## config.mk

```make
export PLATFORM = sky130hd
export DESIGN_NAME = qrd_quad_reader
export DESIGN_NICKNAME = d
export VERILOG_FILES = /design/src/rtl/qrd_pkg.sv /design/src/rtl/qrd_sck_gen.sv /design/src/rtl/qrd_mode_track.sv /design/src/rtl/qrd_rx_pack.sv /design/src/rtl/qrd_quad_reader.sv
export SDC_FILE = /design/constraint.sdc
export NUM_CORES = 1
export LEC_CHECK = 0
export ABC_CLOCK_PERIOD_IN_PS = 3600
export CAP_MARGIN = 25
export CORE_MARGIN = 5
export CORE_UTILIZATION = 38
export CTS_CLUSTER_SIZE = 12
export DETAILED_ROUTE_END_ITERATION = 10
export DONT_BUFFER_PORTS = 1
export PLACE_DENSITY = 0.54
export SYNTH_ARGS = -nofsm -noshare
export SYNTH_HDL_FRONTEND = slang
export SYNTH_SLANG_ARGS = --single-unit
export TNS_END_PERCENT = 20
```

## constraint.sdc

```tcl
create_clock -name clk -period 3.6 [get_ports clk]
set_input_delay 0.36 -clock clk [delete_from_list [all_inputs] [get_ports clk]]
set_output_delay 0.36 -clock clk [all_outputs]
set_load 0.05 [all_outputs]
```

## src/rtl/qrd_pkg.sv

```systemverilog
package qrd_pkg;

   typedef enum logic [2:0] {
      ST_IDLE  = 3'd0,
      ST_CMD   = 3'd1,
      ST_ADDR  = 3'd2,
      ST_MODE  = 3'd3,
      ST_DUMMY = 3'd4,
      ST_DATA  = 3'd5,
      ST_GAP   = 3'd6
   } qrd_state_e;

   localparam logic [7:0] QREAD_OP = 8'hEB;

   // complementary nibbles keep the flash in continuous-read mode
   function automatic logic nib_compl(input logic [7:0] b);
      return b[7:4] == ~b[3:0];
   endfunction

endpackage

```

## src/rtl/qrd_sck_gen.sv

```systemverilog
module qrd_sck_gen #(
   parameter int CLK_DIV = 4
) (
   input  logic clk,
   input  logic rst_n,
   input  logic run,
   output logic sck,
   output logic beat_end,
   output logic sample_pt
);

   generate
      if (CLK_DIV == 2) begin : g_div2
         logic ph_q;
         always_ff @(posedge clk or negedge rst_n) begin
            if (!rst_n) ph_q <= 1'b0;
            else        ph_q <= run ? ~ph_q : 1'b0;
         end
         assign sck       = run && ph_q;
         assign beat_end  = run && ph_q;
         assign sample_pt = run && ph_q;
      end else begin : g_divn
         localparam int HALF = CLK_DIV / 2;
         localparam int CW   = $clog2(CLK_DIV);
         logic [CW-1:0] cnt_q;
         logic          wrap;
         assign wrap = (cnt_q == CW'(CLK_DIV - 1));
         always_ff @(posedge clk or negedge rst_n) begin
            if (!rst_n)             cnt_q <= '0;
            else if (!run || wrap)  cnt_q <= '0;
            else                    cnt_q <= cnt_q + CW'(1);
         end
         assign sck       = run && (cnt_q >= CW'(HALF));
         assign beat_end  = run && wrap;
         assign sample_pt = run && (cnt_q == CW'(HALF));
      end
   endgenerate

endmodule

```

## src/rtl/qrd_mode_track.sv

```systemverilog
module qrd_mode_track
   import qrd_pkg::*;
#(
   parameter logic [7:0] KEEP_CODE = 8'hA5,
   parameter logic [7:0] EXIT_CODE = 8'hFF
) (
   input  logic       clk,
   input  logic       rst_n,
   input  logic       want_cont,
   input  logic       commit,
   output logic [7:0] mode_byte,
   output logic       cont_q
);

   assign mode_byte = want_cont ? KEEP_CODE : EXIT_CODE;

   always_ff @(posedge clk or negedge rst_n) begin
      if (!rst_n)      cont_q <= 1'b0;
      else if (commit) cont_q <= nib_compl(mode_byte);
   end

endmodule

```

## src/rtl/qrd_rx_pack.sv

```systemverilog
module qrd_rx_pack (
   input  logic       clk,
   input  logic       rst_n,
   input  logic       take,
   input  logic       hi_half,
   input  logic [3:0] nib_in,
   output logic [7:0] byte_o,
   output logic       valid_o
);

   logic [3:0] hi_q;

   always_ff @(posedge clk or negedge rst_n) begin
      if (!rst_n) begin
         hi_q    <= '0;
         byte_o  <= '0;
         valid_o <= 1'b0;
      end else begin
         valid_o <= take && !hi_half;
         if (take && hi_half)  hi_q   <= nib_in;
         if (take && !hi_half) byte_o <= {hi_q, nib_in};
      end
   end

endmodule

```

## src/rtl/qrd_quad_reader.sv

```systemverilog
module qrd_quad_reader
   import qrd_pkg::*;
#(
   parameter int         ADDR_W    = 24,
   parameter int         CNT_W     = 16,
   parameter int         CLK_DIV   = 4,
   parameter int         DUMMY_CYC = 4,
   parameter int         CS_GAP    = 4,
   parameter logic [7:0] KEEP_CODE = 8'hA5,
   parameter logic [7:0] EXIT_CODE = 8'hFF
) (
   input  logic              clk,
   input  logic              rst_n,
   input  logic              start,
   input  logic [ADDR_W-1:0] addr,
   input  logic [CNT_W-1:0]  nbytes,
   input  logic              cfg_cont,
   output logic              ready,
   output logic [7:0]        rd_data,
   output logic              rd_valid,
   output logic              done,
   output logic              err,
   output logic              flash_cs_n,
   output logic              flash_sck,
   output logic [3:0]        io_out,
   output logic              io_oe,
   input  logic [3:0]        io_in,
   input  logic              flash_busy
);

   localparam int ADDR_NIB = ADDR_W / 4;
   localparam int BW_DATA  = CNT_W + 1;
   localparam int BW_DUM   = $clog2(DUMMY_CYC + 1);
   localparam int BW_ADR   = $clog2(ADDR_NIB + 1);
   localparam int BW_A     = (BW_DATA > BW_DUM) ? BW_DATA : BW_DUM;
   localparam int BW       = (BW_A > BW_ADR) ? BW_A : BW_ADR;
   localparam int GW       = $clog2(CS_GAP + 1);

   generate
      if (CLK_DIV < 2 || (CLK_DIV % 2) != 0) begin : g_bad_div
         $error("CLK_DIV must be even and at least 2");
      end
      if (ADDR_W < 4 || (ADDR_W % 4) != 0) begin : g_bad_addr
         $error("ADDR_W must be a positive multiple of 4");
      end
      if (DUMMY_CYC < 1) begin : g_bad_dummy
         $error("DUMMY_CYC must be at least 1");
      end
      if (CS_GAP < 1) begin : g_bad_gap
         $error("CS_GAP must be at least 1");
      end
      if (CNT_W < 1) begin : g_bad_cnt
         $error("CNT_W must be at least 1");
      end
      if (KEEP_CODE[7:4] != ~KEEP_CODE[3:0]) begin : g_bad_keep
         $error("KEEP_CODE needs complementary nibbles");
      end
      if (EXIT_CODE[7:4] == ~EXIT_CODE[3:0]) begin : g_bad_exit
         $error("EXIT_CODE must not have complementary nibbles");
      end
   endgenerate

   qrd_state_e        state_q, state_d;
   logic [BW-1:0]     beat_q;
   logic [BW-1:0]     len_m1;
   logic [CNT_W-1:0]  cnt_q;
   logic [ADDR_W-1:0] addr_sh;
   logic              cfg_q;
   logic [GW-1:0]     gap_q;
   logic              done_q;
   logic              err_q;

   logic run, beat_end, sample_pt, last_beat, phase_done, reject;
   logic commit, take, cont_active;
   logic [7:0] mode_byte;

   assign run = (state_q == ST_CMD)  || (state_q == ST_ADDR) ||
                (state_q == ST_MODE) || (state_q == ST_DUMMY) ||
                (state_q == ST_DATA);

   qrd_sck_gen #(.CLK_DIV(CLK_DIV)) u_sck (
      .clk       (clk),
      .rst_n     (rst_n),
      .run       (run),
      .sck       (flash_sck),
      .beat_end  (beat_end),
      .sample_pt (sample_pt)
   );

   assign commit = (state_q == ST_MODE) && phase_done;

   qrd_mode_track #(.KEEP_CODE(KEEP_CODE), .EXIT_CODE(EXIT_CODE)) u_mode (
      .clk       (clk),
      .rst_n     (rst_n),
      .want_cont (cfg_q),
      .commit    (commit),
      .mode_byte (mode_byte),
      .cont_q    (cont_active)
   );

   assign take = (state_q == ST_DATA) && sample_pt;

   qrd_rx_pack u_rx (
      .clk     (clk),
      .rst_n   (rst_n),
      .take    (take),
      .hi_half (!beat_q[0]),
      .nib_in  (io_in),
      .byte_o  (rd_data),
      .valid_o (rd_valid)
   );

   // last beat index of the current phase
   always_comb begin
      case (state_q)
         ST_CMD:   len_m1 = BW'(1);
         ST_ADDR:  len_m1 = BW'(ADDR_NIB - 1);
         ST_MODE:  len_m1 = BW'(1);
         ST_DUMMY: len_m1 = BW'(DUMMY_CYC - 1);
         ST_DATA:  len_m1 = (BW'(cnt_q) << 1) - BW'(1);
         default:  len_m1 = '0;
      endcase
   end

   assign last_beat  = (beat_q == len_m1);
   assign phase_done = beat_end && last_beat;
   assign reject     = flash_busy || (nbytes == '0);

   always_comb begin
      state_d = state_q;
      case (state_q)
         ST_IDLE:  if (start && !reject) state_d = cont_active ? ST_ADDR : ST_CMD;
         ST_CMD:   if (phase_done) state_d = ST_ADDR;
         ST_ADDR:  if (phase_done) state_d = ST_MODE;
         ST_MODE:  if (phase_done) state_d = ST_DUMMY;
         ST_DUMMY: if (phase_done) state_d = ST_DATA;
         ST_DATA:  if (phase_done) state_d = ST_GAP;
         ST_GAP:   if (gap_q == GW'(CS_GAP - 1)) state_d = ST_IDLE;
         default:  state_d = ST_IDLE;
      endcase
   end

   always_ff @(posedge clk or negedge rst_n) begin
      if (!rst_n) begin
         state_q <= ST_IDLE;
         beat_q  <= '0;
         cnt_q   <= '0;
         addr_sh <= '0;
         cfg_q   <= 1'b0;
         gap_q   <= '0;
         done_q  <= 1'b0;
         err_q   <= 1'b0;
      end else begin
         state_q <= state_d;
         done_q  <= 1'b0;
         err_q   <= 1'b0;
         if (state_q == ST_IDLE && start) begin
            err_q <= reject;
            if (!reject) begin
               addr_sh <= addr;
               cnt_q   <= nbytes;
               cfg_q   <= cfg_cont;
               beat_q  <= '0;
            end
         end
         if (beat_end) beat_q <= last_beat ? '0 : beat_q + BW'(1);
         if (state_q == ST_ADDR && beat_end) addr_sh <= addr_sh << 4;
         if (state_q == ST_DATA && phase_done) done_q <= 1'b1;
         gap_q <= (state_q == ST_GAP) ? gap_q + GW'(1) : '0;
      end
   end

   // nibble presented for the current beat
   always_comb begin
      case (state_q)
         ST_CMD:  io_out = beat_q[0] ? QREAD_OP[3:0] : QREAD_OP[7:4];
         ST_ADDR: io_out = addr_sh[ADDR_W-1 -: 4];
         ST_MODE: io_out = beat_q[0] ? mode_byte[3:0] : mode_byte[7:4];
         default: io_out = 4'h0;
      endcase
   end

   assign io_oe      = (state_q == ST_CMD) || (state_q == ST_ADDR) || (state_q == ST_MODE);
   assign flash_cs_n = !run;
   assign ready      = (state_q == ST_IDLE);
   assign done       = done_q;
   assign err        = err_q;

endmodule

```

# After elaboration in Yosys (flattened, before gate mapping)
# Cells that the tools add are included.
# op_classes
addsub	4
order_cmp	1
n_eq_ne	20
n_mux	25
bitwise_logic	2
reduce_logical	30
# ops
operator	count
$mux W24	3
$mux W17	4
$pmux W17 S4	1
$mux W3	9
$pmux W3 S7	1
$add A17 B1 Y17 const B	1
$eq A17 B17 Y1	1
$sub A17 B1 Y17 const B	1
$logic_not A16 Y1	1
$ne A2 B2 Y1 const B	7
$logic_and A1 B1 Y1	12
$pmux W4 S3	1
$eq A3 B2 Y1 const B	3
$eq A3 B3 Y1 const B	3
$mux W7	1
$reduce_and A7 Y1	1
$logic_or A1 B1 Y1	6
$reduce_and A2 Y1	3
$eq A2 B2 Y1 const B	2
$eq A4 B4 Y1	1
$mux W2	2
$mux W4	1
$ne A2 B1 Y1 const B	2
$not A4 Y4	1
10 further kinds	14
# word_totals
register_bits	82
in_bits	49
out_inout_bits	19
word_cells	95

# Logic depth before layout (Yosys ltp)
# depth
word_depth	9
depth_mapped	13
ltp_nobuf	11

# Modules after synthesis
# From an unflattened synthesis, not the netlist that was laid out.
# unflattened
cells_unflattened	515
area_unflattened_um2	4675.7
# by_module_without_submodules
mod	instances	cells_per_inst	area_per_inst_um2	seq_area_each_um2
qrd_quad_reader	1	466	3931.3	1651.6
qrd_rx_pack	1	28	519.2	325.3
qrd_sck_gen	1	10	125.1	50.0
qrd_mode_track	1	11	100.1	25.0

# Worst setup path before layout
# No wires, ideal clock.
# synth_timing
path_kind	register -> register
from	register cnt_q[2]
to	register u_mode.cont_q
setup_time_ns	0.127
t_arrival_ns	3.195
t_required_ns	3.473
slack_ns	0.278
path_stages_with_launch	11
path_buffers	1
synth_period_minus_slack_ns	3.322
path_cell_list	dfrtp_1 > or4_1 > clkbuf_2 > or3_4 > or4_1 > a21oi_1 > xor2_1 > nor4_4 > and2_1 > nand3_1 > mux2_1
# synth_between
elab_chain_cells	5
# synth_lines
element	line_no	text
start, declared	qrd_quad_reader.sv:66	logic [CNT_W-1:0] cnt_q;
start signal, assigned	qrd_quad_reader.sv:161	cnt_q <= nbytes;
$sub A17 B1 Y17	qrd_quad_reader.sv:120	ST_DATA: len_m1 = (BW'(cnt_q) << 1) - BW'(1);
$pmux W17 S4	qrd_quad_reader.sv:115	case (state_q)
$eq A17 B17 Y1	qrd_quad_reader.sv:125	assign last_beat = (beat_q == len_m1);
$logic_and A1 B1 Y1	qrd_quad_reader.sv:126	assign phase_done = beat_end && last_beat;
$logic_and A1 B1 Y1	qrd_quad_reader.sv:90	assign commit = (state_q == ST_MODE) && phase_done;
end signal, assigned	qrd_mode_track.sv:19	else if (commit) cont_q <= nib_compl(mode_byte);
end, declared	qrd_mode_track.sv:12	output logic cont_q
# Every way passes these cells.
# A chain may end at the register's enable or synchronous reset.

# Final worst setup path
# layout_timing
from	register cnt_q[0]
to	register beat_q[7]
# layout_between
elab_chain_cells	5
# layout_lines
element	line_no	text
$sub A17 B1 Y17	qrd_quad_reader.sv:120	
$pmux W17 S4	qrd_quad_reader.sv:115	
$eq A17 B17 Y1	qrd_quad_reader.sv:125	
$mux W17 (2 in a row)	qrd_quad_reader.sv:166	if (beat_end) beat_q <= last_beat ? '0 : beat_q + BW'(1);
end signal, assigned	qrd_quad_reader.sv:166	
end, declared	qrd_quad_reader.sv:64	logic [BW-1:0] beat_q;
# Every way passes these cells.

==> results_dict.tcl <==
set metrics [dict create \
    final.setup.tns_ps 0 \
    cts_buffers 9 \
    ir_drop_mv 0.253 \
    period_needed_ps 3340 \
    syn_area_per_cell_um2 8.93 \
    synth_seq_area_share_pct 46.7 \
    synth_top_cell_area_share_pct 46.7 \
    setup_viol 0 \
    cpPeakStageDelay_ps 560 \
    fillCellCount 1121 \
    nNetsFinal 550 \
    finalHoldViolations 0 \
    yosysUniqueCellTypes 54 \
    multi_input_area_um2 2200 \
    synth_ff_type "dfrtp_1" \
    layout.cells.non_filler 643 \
    p_per_area_nw_per_um2 380 \
    gp_congestion 0.868 \
    drt_first_iter_violations 133 \
    wl_per_cell_um 16.0 \
    core-area_um2 11400 \
    rsz0062_at_grt "no" \
    drive_gt1_share_pct 12.0 \
    cp_slowest_cell "or4_1" \
    max_freq_ghz 0.299 \
    grt_pass1_wl_um 17400 \
    clk_latency_ps 340 \
    core.rowCount 39 \
    wl_met2_um 4440 \
    maxSlewHeadroom_pct 38.8 \
    drtPass1Iterations 4 \
    routed_via_density 5.51 \
    synthesis.instances 492 \
    cts_tree "built" \
    cp_cell_sequence "or4_1 > or3_4 > or4_1 > a21oi_1 > xor2_1 > nor4_4 > buf_4 > a21oi_4 > nand3_1 > o311ai_1" \
    synth.area.top_cells "dfrtp_1, nand2_1, nor2_1" \
    critical-path-top-delay-family "simple AND/OR/NAND/NOR gates" \
    status "complete, no violations" \
    port-buffer-count 0 \
    critical_path_class "reg -> reg" \
    drtAntennaViolNets 0 \
    final_cell_mix "nand2_1, dfrtp_1, nor2_1" \
    startpoint_type "flip-flop" \
    regArea_um2 2050 \
    start_util_pct 38.6 \
    vias 3543 \
    num_antenna_cells 0 \
    final_util_pct 43.2 \
    drc_errors 0 \
    top_layer "met4" \
    yosys.area.top_type "dfrtp_1" \
    grt_start_max_net_pins 83 \
    antenna_found_initial 0 \
    wl_met3_um 613 \
    cp_num_buf_inv 1 \
    fin_crit_sh_pct 92.8 \
    die_w_um 118 \
    final_common_cell "nand2_1" \
    htreeDepth 3 \
    synth_edf_count 0 \
    synthArstFlopShare_pct 100 \
    post-place-cells 625 \
    numClockSinks 82 \
    area_growth_syn_to_layout_pct 11.7 \
    fin_worst_skew_ps 8.18 \
    die_area_um2 13800 \
    path_max_fanout 18 \
    ys_warn_count 0 \
    hold_slack_ps 127 \
    cellLeakagePower_nw 2.32 \
    wl_met1_um 4990 \
    grt_pass1_vias 3458 \
    gr-total-overflow 0 \
    grt_usage_pct 15.1 \
    cp.arrival_ps 3570 \
    clk_pin_slew_ps 60 \
    maxCapViolCount 0 \
    ios 68 \
    hpwl_um 7370 \
    slew_violations 0 \
    die_h_um 118 \
    wirelength_um 10300 \
    cts_buffer_depth 2 \
    synth.net_count 547 \
    required_ps 3820 \
    min_path_type "in -> reg" \
    ys_ff_latch 82 \
    end_kind "flip-flop" \
    clockRootBuffer "clkbuf_16" \
    power.total_w 0.00186 \
    path_common_cell "or4_1" \
    tightestPinTransition_ps 914 \
    mappedNetlistArea_um2 4390 \
]
-- cell families after synthesis --
| kind of cell | Yosys count | synth area share (%) |
|---|---|---|
| adder cells (fa/ha/maj) | 6 | 1.71 |
| XOR/XNOR | 19 | 3.79 |
| flip-flops | 82 | 46.7 |
| AND/OR/NAND/NOR | 242 | 26.2 |
| AO/OA/AOI/OAI | 90 | 14.5 |
| buffers and inverters | 39 | 3.53 |
| multiplexers | 14 | 3.56 |
-- state kept, by name, indices dropped and copies added, names as in the netlist, 2 cells and up --
signal              count
gap_q                   3
addr_sh                24
u_sck.g_divn.cnt_q      2
beat_q                 17
u_rx.hi_q               4
state_q                 3
cnt_q                  16
u_rx.byte_o             8
-- per-stage QoR --
stage | cell area, um2 | setup WS [ps]
after floorplan | 4390 | 278
after global placement | 4590 | 323
after detailed placement | 4590 | 254
after CTS | 4900 | 236
after global routing | 4910 | 37.2
final | 4910 | 259
-- cells in the mapped netlist (10+ instances only) --
master,n
clkbuf_1,24
dfrtp_1,82
inv_1,13
mux2_2,12
nand2_1,112
nand3_1,24
nor2_1,44
o21ai_0,16
o22ai_1,12
or3_1,10
xnor2_1,11
-- timing repair --
item / in CTS / in global routing
endpoints found under the hold margin: 82 / 0
setup buffers: 0 / 0
gates resized for setup: 0 / 1
hold buffers: 2 / 0
endpoints found under the setup margin: 0 / 7
-- path summary, 6_finish.rpt --
path	from	end	slack, ps	depth (start not counted)
worst min register to register	gap_q[0]	gap_q[0]	430	1
min in group asynchronous	rst_n	cnt_q[13]	560	2
worst min-delay path	nbytes[7]	cnt_q[7]	130	2
worst max-delay path	cnt_q[0]	beat_q[7]	260	10
worst max register to register	cnt_q[0]	beat_q[7]	260	10
max in group asynchronous	rst_n	beat_q[9]	2680	2
-- cell type report --
cell class,instances,area share (%)
multi-input combinational,371,44.8
sequential,82,41.8
clock buffer,10,4.67
tap,143,3.65
timing repair buffer,18,3.21
inverter,13,0.994
clock inverter,6,0.841
-- layer usage --
metal / vias to the layer above / global-route usage (%)
met3: 18 / 5.00
met2: 73 / 21.3
met4: 0 / 6.74
met5: - / 0
met1: 1692 / 21.0
li1: 1760 / -
-- report_power, final --
group | internal [W] | switching, W | total [W]
Clock | 0.000470 | 0.000382 | 0.000851
Combinational | 0.0000221 | 0.0000405 | 0.0000625
Sequential | 0.000931 | 0.0000190 | 0.000950
(Power assumes the default switching activity.)
